## src/rtl/tmr_ctl_pkg.sv

```systemverilog
package tmr_ctl_pkg;
   typedef enum logic [1:0] {
      PIN_HOLD   = 2'd0,
      PIN_TOGGLE = 2'd1,
      PIN_FORCE1 = 2'd2,
      PIN_FORCE0 = 2'd3
   } pin_act_e;

   localparam int unsigned MAX_LANES = 8;
endpackage

```

## src/rtl/tmr_arm_track.sv

```systemverilog
module tmr_arm_track (
   input  logic clk,
   input  logic rst_n,
   input  logic ctr_wr,
   input  logic underflow,
   input  logic mode_cont,
   output logic armed,
   output logic fire
);
   logic armed_q;

   assign fire  = underflow & armed_q & ~ctr_wr;
   assign armed = armed_q;

   always_ff @(posedge clk) begin
      if (!rst_n)                 armed_q <= 1'b0;
      else if (ctr_wr)            armed_q <= 1'b1;
      else if (fire && !mode_cont) armed_q <= 1'b0;
   end
endmodule

```

## src/rtl/tmr_irq_latch.sv

```systemverilog
module tmr_irq_latch (
   input  logic clk,
   input  logic rst_n,
   input  logic set_i,
   input  logic clr_i,
   output logic flag_o
);
   always_ff @(posedge clk) begin
      if (!rst_n)     flag_o <= 1'b0;
      else if (set_i) flag_o <= 1'b1;
      else if (clr_i) flag_o <= 1'b0;
   end
endmodule

```

## src/rtl/tmr_pin_ff.sv

```systemverilog
module tmr_pin_ff
   import tmr_ctl_pkg::*;
#(
   parameter bit RST_LEVEL = 1'b1
) (
   input  logic clk,
   input  logic rst_n,
   input  logic clr_i,
   input  logic set_i,
   input  logic tgl_i,
   output logic pin_o
);
   pin_act_e act;

   always_comb begin
      if (clr_i)      act = PIN_FORCE0;
      else if (set_i) act = PIN_FORCE1;
      else if (tgl_i) act = PIN_TOGGLE;
      else            act = PIN_HOLD;
   end

   always_ff @(posedge clk) begin
      if (!rst_n) pin_o <= RST_LEVEL;
      else begin
         unique case (act)
            PIN_FORCE0: pin_o <= 1'b0;
            PIN_FORCE1: pin_o <= 1'b1;
            PIN_TOGGLE: pin_o <= ~pin_o;
            default:    pin_o <= pin_o;
         endcase
      end
   end
endmodule

```

## src/rtl/tmr_cmd_fanout.sv

```systemverilog
module tmr_cmd_fanout #(
   parameter int unsigned LANES = 2
) (
   input  logic             reload_i,
   output logic [LANES-1:0] load_o,
   output logic [LANES-1:0] count_o
);
   for (genvar g = 0; g < LANES; g++) begin : g_lane
      assign load_o[g]  = reload_i;
      assign count_o[g] = ~reload_i;
   end
endmodule

```

## src/rtl/tmr_arm_ctl.sv

```systemverilog
module tmr_arm_ctl
   import tmr_ctl_pkg::*;
#(
   parameter int unsigned LANES         = 2,
   parameter bit          PIN_RST_LEVEL = 1'b1
) (
   input  logic             clk,
   input  logic             rst_n,
   input  logic             ctr_wr,
   input  logic             underflow,
   input  logic             mode_cont,
   input  logic             pin_en,
   input  logic             irq_clr,
   output logic [LANES-1:0] lane_load,
   output logic [LANES-1:0] lane_count,
   output logic             irq_flag,
   output logic             pin_level
);
   localparam bit LANES_OK = (LANES >= 1) && (LANES <= MAX_LANES);

   if (!LANES_OK) begin : g_bad_lanes
      $error("tmr_arm_ctl: LANES out of range");
   end

   logic armed;
   logic fire;

   tmr_arm_track u_arm (
      .clk       (clk),
      .rst_n     (rst_n),
      .ctr_wr    (ctr_wr),
      .underflow (underflow),
      .mode_cont (mode_cont),
      .armed     (armed),
      .fire      (fire)
   );

   tmr_irq_latch u_irq (
      .clk    (clk),
      .rst_n  (rst_n),
      .set_i  (fire),
      .clr_i  (irq_clr),
      .flag_o (irq_flag)
   );

   tmr_pin_ff #(.RST_LEVEL(PIN_RST_LEVEL)) u_pin (
      .clk   (clk),
      .rst_n (rst_n),
      .clr_i (ctr_wr),
      .set_i (~pin_en),
      .tgl_i (underflow & armed),
      .pin_o (pin_level)
   );

   tmr_cmd_fanout #(.LANES(LANES)) u_cmd (
      .reload_i (ctr_wr | underflow),
      .load_o   (lane_load),
      .count_o  (lane_count)
   );
endmodule

```

## config.mk

```make
export PLATFORM = sky130hd
export DESIGN_NAME = tmr_arm_ctl
export DESIGN_NICKNAME = d
export VERILOG_FILES = /design/src/rtl/tmr_ctl_pkg.sv /design/src/rtl/tmr_arm_track.sv /design/src/rtl/tmr_irq_latch.sv /design/src/rtl/tmr_pin_ff.sv /design/src/rtl/tmr_cmd_fanout.sv /design/src/rtl/tmr_arm_ctl.sv
export SDC_FILE = /design/constraint.sdc
export NUM_CORES = 1
export LEC_CHECK = 0
export BUFFER_PORTS_ARGS = -buffer_cell sky130_fd_sc_hd__buf_2
export CORE_AREA = 2 2 39 41
export CTS_CLUSTER_SIZE = 30
export DETAILED_ROUTE_END_ITERATION = 7
export DIE_AREA = 0 0 41 43
export MAX_ROUTING_LAYER = met4
export PLACE_DENSITY = 0.36
export SYNTH_ARGS = -nofsm -noshare
export SYNTH_HDL_FRONTEND = slang
export SYNTH_SLANG_ARGS = --single-unit
```

## constraint.sdc

```tcl
create_clock -name clk -period 0.9 [get_ports clk]
set_input_delay 0.09 -clock clk [delete_from_list [all_inputs] [get_ports clk]]
set_output_delay 0.09 -clock clk [all_outputs]
set_load 0.02 [all_outputs]
```

### Word-level counts from Yosys, hierarchy flattened

Cells that the tools add are included.
W data, S select, Z words.

* equality and inequality tests: 3
* mux-type cells: 8
* bitwise operators: 6
* reduce and logical (&&, ||, !) cells: 5

Operators by type and width (count)
* $mux W1: 5
* $eq A2 B2 Y1 const B: 2
* $mux W2: 2
* $reduce_bool A2 Y1: 2
* $not A1 Y1: 3
* $pmux W1 S3: 1
* $reduce_bool A3 Y1: 1
* $and A1 B1 Y1: 2
* $eq A2 B1 Y1 const B: 1
* $logic_and A1 B1 Y1: 1
* $logic_not A1 Y1: 1
* $or A1 B1 Y1: 1

* flip-flop bits (word level): 3
* input bits: 7
* output and inout port bits: 6
* word-level logic and storage cells: 25

### Longest topological paths before layout

Gate-level depths: netlist of run 1.

* depth after elaboration: 6
* gate-level depth with buffers: 3
* mapped depth without buffers: 3

### Cells and area by module

Synthesis of run 1 repeated with hierarchy kept, for this count alone.

* cell total of the unflattened synthesis: 28
* area, all modules: 249.0 µm²

By module, submodules not included
* tmr_pin_ff: instances 1, cells an instance 13, area each 115.1 µm², seq. area each 20.0 µm²
* tmr_arm_track: instances 1, cells an instance 5, area each 50.0 µm², seq. area each 20.0 µm²
* tmr_irq_latch: instances 1, cells an instance 3, area each 41.3 µm², seq. area each 20.0 µm²
* tmr_cmd_fanout: instances 1, cells an instance 4, area each 26.3 µm², seq. area each 0.0 µm²
* tmr_arm_ctl: instances 1, cells an instance 3, area each 16.3 µm², seq. area each 0.0 µm²

### Least setup slack after synthesis of run 1

OpenSTA, ideal clock, no wires.

* path type: register -> register
* start: register u_pin.pin_o
* end: register u_pin.pin_o
* library setup time: 112 ps
* arrival time: 764 ps
* data required time: 788 ps
* setup slack: 23 ps
* stages on the path, launching flop included: 4
* buffers on the path: 0
* clock period less this slack: 877 ps
* path through: dfxtp_1 and3_1 o21a_1 o21ai_2

* cells in the longest elaborated chain, start to end: 2

RTL lines
* start: declaration: RTL line tmr_pin_ff.sv:11 `output logic pin_o`
* start signal: assignment: RTL line tmr_pin_ff.sv:28 `PIN_TOGGLE: pin_o <= ~pin_o;`
* start signal: assignment: RTL line tmr_pin_ff.sv:29 `default: pin_o <= pin_o;`
* $not A1 Y1: RTL line tmr_pin_ff.sv:28
* $pmux W1 S3: RTL line tmr_pin_ff.sv:25 `unique case (act)`

No other way between the ends.
A chain may end at the register's enable or synchronous reset.

### Worst setup path in the final report of run 1

* start: register u_pin.pin_o
* end: output port pin_level

RTL lines
* end: declaration: RTL line tmr_arm_ctl.sv:17 `output logic pin_level`

No word-level cell between the ends.

==> metrics.log, run 1 <==
[metrics] layout cell share with drive strength beyond 1: 0.545
[metrics] Routed WL per cell: 7.59 um
[metrics] Placement Cell Area: 223 um2
[metrics] largest net degree at the start of global routing: 6
[metrics] cell count after placement: 45
[metrics] drt initial violations: 2
[metrics] cell count after synthesis: 19
[metrics] top library cells by usage in the layout, fill and taps aside: sky130_fd_sc_hd__buf_2 (12), sky130_fd_sc_hd__clkbuf_4 (3), sky130_fd_sc_hd__dfxtp_1 (3)
[metrics] setup total negative slack: 0 ns
[metrics] Initial Util: 0.114
[metrics] combined area of the multi-input logic cells: 67.6 um2
[metrics] met3 track demand over resource: 0.0681
[metrics] Post-layout nets: 41
[metrics] maximum number of buffers from clock root to sink: 2
[metrics] number of maximum-capacitance violations: 0
[metrics] Via Count: 168
[metrics] non-filler cells, final: 49
[metrics] number of hold violations in the final report: 0
[metrics] logic depth of the worst setup path including buffers: 1
[metrics] Worst setup SP type: register
[metrics] max-slew violation count: 0
[metrics] first-pass GRT wire length: between 500 and 600 um
[metrics] critical path, cell by cell: buf_2
[metrics] areal power density over the cells: about 1800 nW/um2
[metrics] total congestion overflow: 0
[metrics] Buffers on Ports: 12
[metrics] Period minus WS final: 0.826 ns
[metrics] Seq/Total Area, Yosys: 0.381
[metrics] post-layout utilization of the core: 0.180
[metrics] achievable frequency: 1210 MHz
[metrics] cell with the largest stage delay on the worst path: sky130_fd_sc_hd__dfxtp_1
[metrics] Arrival @ worst endpoint: approximately 0.74 ns
[metrics] Power Total: 451 uW
[metrics] final setup skew: between 0.002 and 0.0025 ns
[metrics] YS warnings: 0
[metrics] internal power consumption: 341 uW
[metrics] switching power of the nets: 110 uW
[metrics] xor-xnor portion of the synthesized cell area: 0
[metrics] total routing resource utilization after global routing: 0.0565
[metrics] Skew-Pair Late Insertion Delay: 0.23 ns
[metrics] post-synth design cell area: between 150 and 200 um2
[metrics] Final period util: 0.918
[metrics] largest family of logic cells by synthesized area: simple AND/OR/NAND/NOR gates
[metrics] switching share of power: 0.243
[metrics] Critical path origin: u_pin.pin_o
[metrics] mean number of vias per cell: roughly 3.4
[metrics] number of hold buffers added after cts: 0
[metrics] register bit total from synthesis: 3
[metrics] num ports: 13
[metrics] Chip Width: 41 um
[metrics] count of buffers added by post-CTS timing repair for setup: 0
[metrics] Resized cells post-CTS: 0
[metrics] register cell area after layout: about 60 um2
[metrics] Worst R2R Path Depth: 3
[metrics] Post-Synthesis Net Count: 26
[metrics] CP Data Required Time: 0.81 ns
[metrics] met1 Use GR: 0.0479
[metrics] number of iterations in the first detailed-routing pass: 3
[metrics] worst hold path type: in2reg
[metrics] clock sinks: 3
[metrics] number of nets still failing antenna checks after routing: 0
[metrics] die footprint: 1760 um2
[metrics] pin slew with the least headroom to its limit: 0.124 ns
[metrics] Cell variety after synth: 13
[metrics] Worst Hold Launch: rst_n
[metrics] antenna violations before repair: 0
[metrics] post-detail-place hpwl: 299 um
[metrics] number of placement rows: 14
[metrics] total wire length after detailed routing: between 300 and 400 um
[metrics] type of destination of the critical path: output pin
[metrics] maximum net fanout on the critical path: 3
[metrics] Buf/Inv on CP: 1
[metrics] worst setup path class: reg2out
[metrics] delay of the slowest critical-path stage: 0.34 ns
[metrics] depth of the worst hold-timing path: 2
[metrics] compound-gate portion of the synthesized area: 0.206
[metrics] worst slew margin relative to its limit: 0.917
[metrics] worst hold slack after final layout: 0.0586 ns
[metrics] number of setup violations in the final report: 0
[metrics] Synth-to-Final Area Change: 57.9%
[metrics] final standard cell area without fillers: 249 um2
[metrics] Die Span Y: 43 um
[metrics] simple-gate area share of the yosys netlist: 0.222
[metrics] power share of the clock group: 0.509
[metrics] H-tree depth: 1
[metrics] ant diodes: 0
[metrics] Static Leak: 0.128 nW
[metrics] via count of the first global-routing pass: 149
[metrics] Mean Syn Cell Area: 8.30 um2
[metrics] post-route DRC violation count: 0
[metrics] most used routing layer in global routing: met3
[metrics] leading cell type in the layout, fill and taps excluded: sky130_fd_sc_hd__buf_2
[metrics] IR Drop Worst-Case VDD: 0.369 mV
[metrics] Sequential Power Share: 0.326
[metrics] CTS root buf: sky130_fd_sc_hd__clkbuf_4
[metrics] worst setup slack after layout: between 0.07 and 0.08 ns
[metrics] filler cell count: between 150 and 200
[metrics] result of the run: finished clean
[metrics] final estimated routing congestion in global placement: around 0.6
[metrics] adder and majority gate portion of the synthesized area: 0
[metrics] RSZ-0062 raised after global routing: false
[metrics] met2 Track Usage GR: 0.0656
[metrics] clock-pin slew reported for the worst setup and hold paths after clock tree synthesis: about 0.040 ns
[metrics] CTS tree: yes
[metrics] share of total power in combinational logic: 0.165
[metrics] worst slack at placement: 0.0791 ns
[metrics] Inserted Clock Buffers: 3
[metrics] Top Family by Delay on Critical Path: flip-flops
[metrics] total core area: 1380 um2
[metrics] Critical R2R Launch: u_arm.armed
[metrics] proportion of synthesized area in mux cells: 0
==> final timing paths <==
kind | to | slack (ns)
worst max register to register | u_pin.pin_o | 0.08
worst min-delay path | u_pin.pin_o | 0.06
worst max-delay path | pin_level | 0.07
worst min register to register | u_arm.armed | 0.55
==> final cells by class <==
cell class	count	share of cell area
clock buffers	4	0.106
inverters	2	0.0302
multi-input cells	11	0.271
flip-flops and latches	3	0.241
well taps	16	0.0804
repair buffers	13	0.271
==> flip-flops by register name (all words and copies together), names as in the netlist <==
register	cells
u_arm.armed	1
u_irq.flag_o	1
u_pin.pin_o	1
==> power by group through the flow <==
stage | Combinational [mW] | Sequential, mW | Clock [mW]
finish | 0.0743 | 0.147 | 0.229
global route | 0.0829 | 0.148 | 0.263
CTS | 0.0755 | 0.147 | 0.240
detailed placement | 0.0749 | 0.149 | 0
global placement | 0.0756 | 0.150 | 0
floorplan | 0.0430 | 0.154 | 0
==> synthesized netlist by cell type <==
cell	count	area (um2)
sky130_fd_sc_hd__buf_4	3	22.5
sky130_fd_sc_hd__and3_1	1	6.26
sky130_fd_sc_hd__o21a_1	1	7.51
sky130_fd_sc_hd__or2_2	1	6.26
sky130_fd_sc_hd__o21ai_2	1	8.76
sky130_fd_sc_hd__o22ai_1	1	6.26
sky130_fd_sc_hd__dfxtp_1	3	60.1
sky130_fd_sc_hd__nor2b_1	1	6.26
sky130_fd_sc_hd__inv_1	2	7.51
sky130_fd_sc_hd__nand2b_1	1	6.26
sky130_fd_sc_hd__nand2_1	1	3.75
sky130_fd_sc_hd__a21oi_1	2	10.0
sky130_fd_sc_hd__and2_1	1	6.26
==> metal layers <==
| metal | vias up | wire length [um] | part of all wire |
|---|---|---|---|
| li1 | 88 | - | - |
| met1 | 71 | 156 | 0.42 |
| met2 | 9 | 150 | 0.40 |
| met3 | 0 | 65 | 0.17 |
| met4 | 0 | 0 | 0 |
| met5 | - | 0 | 0 |
==> cell families after synthesis <==
group	Yosys count
simple gates	6
compound gates	5
buf+inv	5
flops	3
Note: power is estimated with default switching activity, not from simulation.
==> inputs of run 2 (changes only) <==
==> constraint.sdc (replaced) <==
create_clock -name clk -period 0.8 [get_ports clk]
set_input_delay 0.08 -clock clk [delete_from_list [all_inputs] [get_ports clk]]
set_output_delay 0.08 -clock clk [all_outputs]
set_load 0.02 [all_outputs]
==> metrics.log, run 2 (synthesis results as in run 1) <==
[metrics] result of the run: complete, but fails checks
[metrics] violations in the final reports: negative setup slack
[metrics] total wire length after detailed routing: 355 um
[metrics] number of maximum-capacitance violations: 0
[metrics] final estimated routing congestion in global placement: 0.559
[metrics] count of buffers added by post-CTS timing repair for setup: 0
[metrics] largest net degree at the start of global routing: 6
[metrics] total routing resource utilization after global routing: 0.0503
[metrics] number of setup violations in the final report: 1
[metrics] total congestion overflow: 0
[metrics] Chip Width: 41 um
[metrics] worst slew margin relative to its limit: 0.921
[metrics] H-tree depth: 1
[metrics] Critical path origin: u_arm.armed
[metrics] total core area: between 1000 and 1500 um2
[metrics] final setup skew: 0.00116 ns
[metrics] layout cell share with drive strength beyond 1: 0.667
[metrics] Period minus WS final: 0.817 ns
[metrics] die footprint: 1760 um2
[metrics] Synth-to-Final Area Change: 72.2%
[metrics] Static Leak: 0.129 nW
[metrics] IR Drop Worst-Case VDD: 0.536 mV
[metrics] CTS tree: yes
[metrics] ant diodes: 0
[metrics] Final period util: 1.02
[metrics] clock sinks: 3
[metrics] Worst setup SP type: register
[metrics] via count of the first global-routing pass: 154
[metrics] antenna violations before repair: 0
[metrics] clock-pin slew reported for the worst setup and hold paths after clock tree synthesis: 0.04 ns
[metrics] critical path, cell by cell: and3_4, o21a_1, o21ai_2
[metrics] worst setup path class: reg2reg
[metrics] Worst R2R Path Depth: 3
[metrics] depth of the worst hold-timing path: 2
[metrics] number of placement rows: 14
[metrics] Placement Cell Area: 224 um2
[metrics] number of iterations in the first detailed-routing pass: 3
[metrics] first-pass GRT wire length: 545 um
[metrics] leading cell type in the layout, fill and taps excluded: sky130_fd_sc_hd__buf_2
[metrics] combined area of the multi-input logic cells: 72.6 um2
[metrics] top library cells by usage in the layout, fill and taps aside: sky130_fd_sc_hd__buf_2 (9), sky130_fd_sc_hd__clkbuf_4 (3)
[metrics] Worst Setup EP: u_pin.pin_o
[metrics] cell with the largest stage delay on the worst path: sky130_fd_sc_hd__dfxtp_2
[metrics] number of nets still failing antenna checks after routing: 0
[metrics] maximum net fanout on the critical path: 4
[metrics] CP Data Required Time: 0.96 ns
[metrics] RSZ-0062 raised after global routing: true
[metrics] CTS root buf: sky130_fd_sc_hd__clkbuf_4
[metrics] Die Span Y: 43 um
[metrics] Via Count: 161
[metrics] mean number of vias per cell: ~3.3
[metrics] Skew-Pair Late Insertion Delay: 0.23 ns
[metrics] final standard cell area without fillers: 272 um2
[metrics] number of hold violations in the final report: 0
[metrics] pin slew with the least headroom to its limit: 0.119 ns
[metrics] endpoint of the most critical register-to-register path: u_pin.pin_o
[metrics] areal power density over the cells: 1930 nW/um2
[metrics] worst hold path type: in2reg
[metrics] type of destination of the critical path: register
[metrics] max-slew violation count: 0
[metrics] worst setup slack after layout: -0.0165 ns
[metrics] Routed WL per cell: just over 7 um
[metrics] register cell area after layout: 62.6 um2
[metrics] maximum number of buffers from clock root to sink: 2
[metrics] Inserted Clock Buffers: 3
[metrics] delay of the slowest critical-path stage: 0.32 ns
[metrics] achievable frequency: 1220 MHz
[metrics] num ports: 13
[metrics] Power Total: 524 uW
[metrics] Register-to-Register Setup Slack: -0.02 ns
[metrics] drt initial violations: 1
[metrics] Arrival @ worst endpoint: 0.97 ns
[metrics] Buffers on Ports: 12
[metrics] post-route DRC violation count: 0
[metrics] worst slack at placement: -0.00490 ns
[metrics] filler cell count: 157
[metrics] Critical R2R Launch: u_arm.armed
[metrics] Post-layout nets: 41
[metrics] Initial Util: 0.114
## run 2: through the flow
| stage | setup TNS [ns] | cells | hold slack (ns) | utilization |
|---|---|---|---|---|
| 3_3_place_gp | -0.00947 | 45 | 0.273 | 0.162 |
| 5_1_grt | -0.0829 | 49 | 0.0474 | 0.196 |
| 3_5_place_dp | -0.00490 | 45 | 0.275 | 0.162 |
| 4_1_cts | -0.0236 | 49 | 0.0408 | 0.187 |
| 6_report | -0.0165 | 49 | 0.0435 | 0.196 |
| 2_1_floorplan | -0.00461 | 19 | 0.139 | - |
## run 2: per-layer routing
layer / track usage / wire, um
met1: 0.0447 / 149
met2: 0.0719 / 152
met3: 0.0314 / 53
met4: 0.0400 / 0
met5: - / 0
## run 2: layout make-up
class                      instances  area share
timing repair buffer              13       0.304
tap                               16      0.0737
inverter                           2      0.0276
sequential                         3       0.230
multi-input combinational         11       0.267
clock buffer                       4      0.0968
## run 2: worst max-delay path: cells and delay by family (launching register included)
family	cells	cell delay, ns
simple gates	1	0.16
compound gates	2	0.27
flops	1	0.32
## run 2: power by group
| part | switching (mW) | leakage, nW | internal [mW] |
|---|---|---|---|
| clock | 0.0735 | 0.0150 | 0.187 |
| sequential | 0.00731 | 0.0249 | 0.161 |
| combinational | 0.0464 | 0.0892 | 0.0489 |
| total | 0.127 | 0.129 | 0.396 |
## run 2: how the worst min path moves through the flow
stage | startpoint | endpoint
final | rst_n | u_pin.pin_o
after global routing | rst_n | u_pin.pin_o
after CTS | rst_n | u_pin.pin_o
after detailed placement | rst_n | u_pin.pin_o
after global placement | rst_n | u_pin.pin_o
after floorplan | rst_n | u_pin.pin_o
## run 2: what timing repair did
item / in CTS / in global routing
pin swaps: 0 / 0
gates resized for setup: 3 / 5
setup endpoints to repair: 2 / 4
hold buffers: 0 / 0
==> inputs of run 3 (changes only) <==
--- a/config.mk
+++ b/config.mk
@@ -11,7 +11,7 @@
 export DETAILED_ROUTE_END_ITERATION = 7
 export DIE_AREA = 0 0 41 43
 export MAX_ROUTING_LAYER = met4
-export PLACE_DENSITY = 0.36
+export PLACE_DENSITY_LB_ADDON = 0.12
 export SYNTH_ARGS = -nofsm -noshare
 export SYNTH_HDL_FRONTEND = slang
 export SYNTH_SLANG_ARGS = --single-unit
==> metrics.log, run 3 (synthesis results as in run 1) <==
[metrics] number of iterations in the first detailed-routing pass: 1
[metrics] clock sinks: 3
[metrics] filler cell count: 166
[metrics] drt initial violations: 0
[metrics] leading cell type in the layout, fill and taps excluded: sky130_fd_sc_hd__buf_2
[metrics] Routed WL per cell: 7.51 um
[metrics] Power Total: 524 uW
[metrics] Via Count: 164
[metrics] Register-to-Register Setup Slack: -0.01 ns
[metrics] RSZ-0062 raised after global routing: true
[metrics] number of placement rows: 14
[metrics] cell count after placement: between 40 and 50
[metrics] worst setup path class: reg2reg
[metrics] Initial Util: 0.114
[metrics] achievable frequency: 1230 MHz
[metrics] internal power consumption: about 400 uW
[metrics] number of maximum-capacitance violations: 0
[metrics] pin slew with the least headroom to its limit: 0.121 ns
[metrics] violations in the final reports: negative setup slack
[metrics] ant diodes: 0
[metrics] clock-pin slew reported for the worst setup and hold paths after clock tree synthesis: approximately 0.03 ns
[metrics] number of hold violations in the final report: 0
[metrics] Worst setup SP type: register
[metrics] antenna violations before repair: 0
[metrics] Arrival @ worst endpoint: around 0.97 ns
[metrics] worst hold path type: in2reg
[metrics] endpoint of the most critical register-to-register path: u_pin.pin_o
[metrics] first-pass GRT wire length: 579 um
[metrics] Top Family by Delay on Critical Path: flip-flops
[metrics] CP Data Required Time: 0.96 ns
[metrics] Post-layout nets: 41
[metrics] Final period util: 1.01
[metrics] delay of the slowest critical-path stage: around 0.32 ns
[metrics] Sequential Power Share: 0.322
[metrics] max-slew violation count: 0
[metrics] Period minus WS final: approximately 0.81 ns
[metrics] CTS root buf: sky130_fd_sc_hd__clkbuf_4
[metrics] Die Span Y: 43 um
[metrics] Critical path origin: u_arm.armed
[metrics] total routing resource utilization after global routing: 0.0565
[metrics] IR Drop Worst-Case VDD: 0.432 mV
[metrics] maximum net fanout on the critical path: 4
[metrics] Critical R2R Launch: u_arm.armed
[metrics] maximum number of buffers from clock root to sink: 2
[metrics] number of setup violations in the final report: 1
[metrics] Chip Width: roughly 41 um
[metrics] Buf/Inv on CP: 0
[metrics] Worst Setup EP: u_pin.pin_o
[metrics] type of destination of the critical path: register
[metrics] power share of the clock group: 0.496
[metrics] final estimated routing congestion in global placement: 0.635
[metrics] Synth-to-Final Area Change: 74.6%
[metrics] post-route DRC violation count: 0
[metrics] CTS tree: yes
[metrics] non-filler cells, final: 49
[metrics] via count of the first global-routing pass: 162
[metrics] Worst R2R Path Depth: 3
[metrics] worst setup slack after layout: -0.0102 ns
[metrics] cell with the largest stage delay on the worst path: sky130_fd_sc_hd__dfxtp_2
[metrics] num ports: 13
[metrics] logic depth of the worst setup path including buffers: 3
[metrics] Skew-Pair Late Insertion Delay: 0.23 ns
[metrics] mean number of vias per cell: 3.35
[metrics] number of hold buffers added after cts: 0
[metrics] Buffers on Ports: 12
[metrics] largest net degree at the start of global routing: 6
[metrics] worst slew margin relative to its limit: 0.919
[metrics] top library cells by usage in the layout, fill and taps aside: sky130_fd_sc_hd__buf_2 (8), sky130_fd_sc_hd__clkbuf_4 (3), sky130_fd_sc_hd__buf_4 (3), sky130_fd_sc_hd__dfxtp_2 (3)
[metrics] layout cell share with drive strength beyond 1: 0.697
[metrics] die footprint: 1760 um2
[metrics] H-tree depth: 1
[metrics] switching power of the nets: 127 uW
[metrics] total wire length after detailed routing: 368 um
[metrics] number of nets still failing antenna checks after routing: 0
[metrics] share of total power in combinational logic: 0.182
[metrics] areal power density over the cells: 1900 nW/um2
[metrics] switching share of power: 0.242
[metrics] Static Leak: 0.129 nW
[metrics] post-detail-place hpwl: 308 um
[metrics] final setup skew: between 0.0008 and 0.0009 ns
[metrics] result of the run: complete, but fails checks
[metrics] worst hold slack after final layout: 0.0413 ns
[metrics] count of buffers added by post-CTS timing repair for setup: 0
[metrics] Inserted Clock Buffers: 3
[metrics] total core area: approximately 1400 um2
[metrics] critical path, cell by cell: and3_4, o21a_1, o21ai_2
[metrics] total congestion overflow: 0
-- run 3: cell counts in the layout (fill, tap and decap cells not counted) --
No cell type changed its count.
-- run 3: metrics by stage --
| step | TNS (ns) | cell area, um2 | utilization | setup WS (ns) |
|---|---|---|---|---|
| after detailed placement | -0.0172 | 224 | 0.162 | -0.0172 |
| final | -0.0102 | 275 | 0.199 | -0.0102 |
| after CTS | -0.0148 | 251 | 0.182 | -0.0148 |
| after floorplan | -0.00461 | 159 | - | -0.00461 |
| after global routing | -0.0833 | 275 | 0.199 | -0.0493 |
| after global placement | -0.0141 | 224 | 0.162 | -0.0141 |
-- run 3: per-layer routing --
metal / wire, um / track usage
met3: 42 / 0.0524
met1: 127 / 0.0449
met5: 0 / -
met4: 0 / 0.0600
met2: 198 / 0.0688
-- run 3: final cells by class --
class	instances	area, um2	area share
Timing Repair Buffer	13	85.1	0.309
Multi-Input combinational cell	11	72.6	0.264
Sequential cell	3	63.8	0.232
Clock buffer	4	26.3	0.0955
Tap cell	16	20.0	0.0727
Inverter	2	7.51	0.0273
-- run 3: worst min-delay path by stage --
stage                        endpoint  cells past startpoint  slack (ns)   from
after floorplan           u_pin.pin_o                      1        0.14  rst_n
after detailed placement  u_pin.pin_o                      2        0.28  rst_n
final                     u_pin.pin_o                      2        0.04  rst_n
after CTS                 u_pin.pin_o                      2        0.04  rst_n
after global routing      u_pin.pin_o                      2        0.04  rst_n
after global placement    u_pin.pin_o                      2        0.27  rst_n
-- run 3: repair_timing --
action,4_1_cts,5_1_grt
endpoints found under the hold margin,0,0
setup endpoints to repair,1,5
gates resized for setup,1,9
-- run 3: power by group through the flow --
stage | logic, mW | registers, mW | clock network (mW)
after global routing | 0.105 | 0.171 | 0.284
after detailed placement | 0.0847 | 0.168 | 0
after global placement | 0.0852 | 0.168 | 0
final | 0.0954 | 0.169 | 0.260
after CTS | 0.0850 | 0.167 | 0.272
after floorplan | 0.0484 | 0.174 | 0
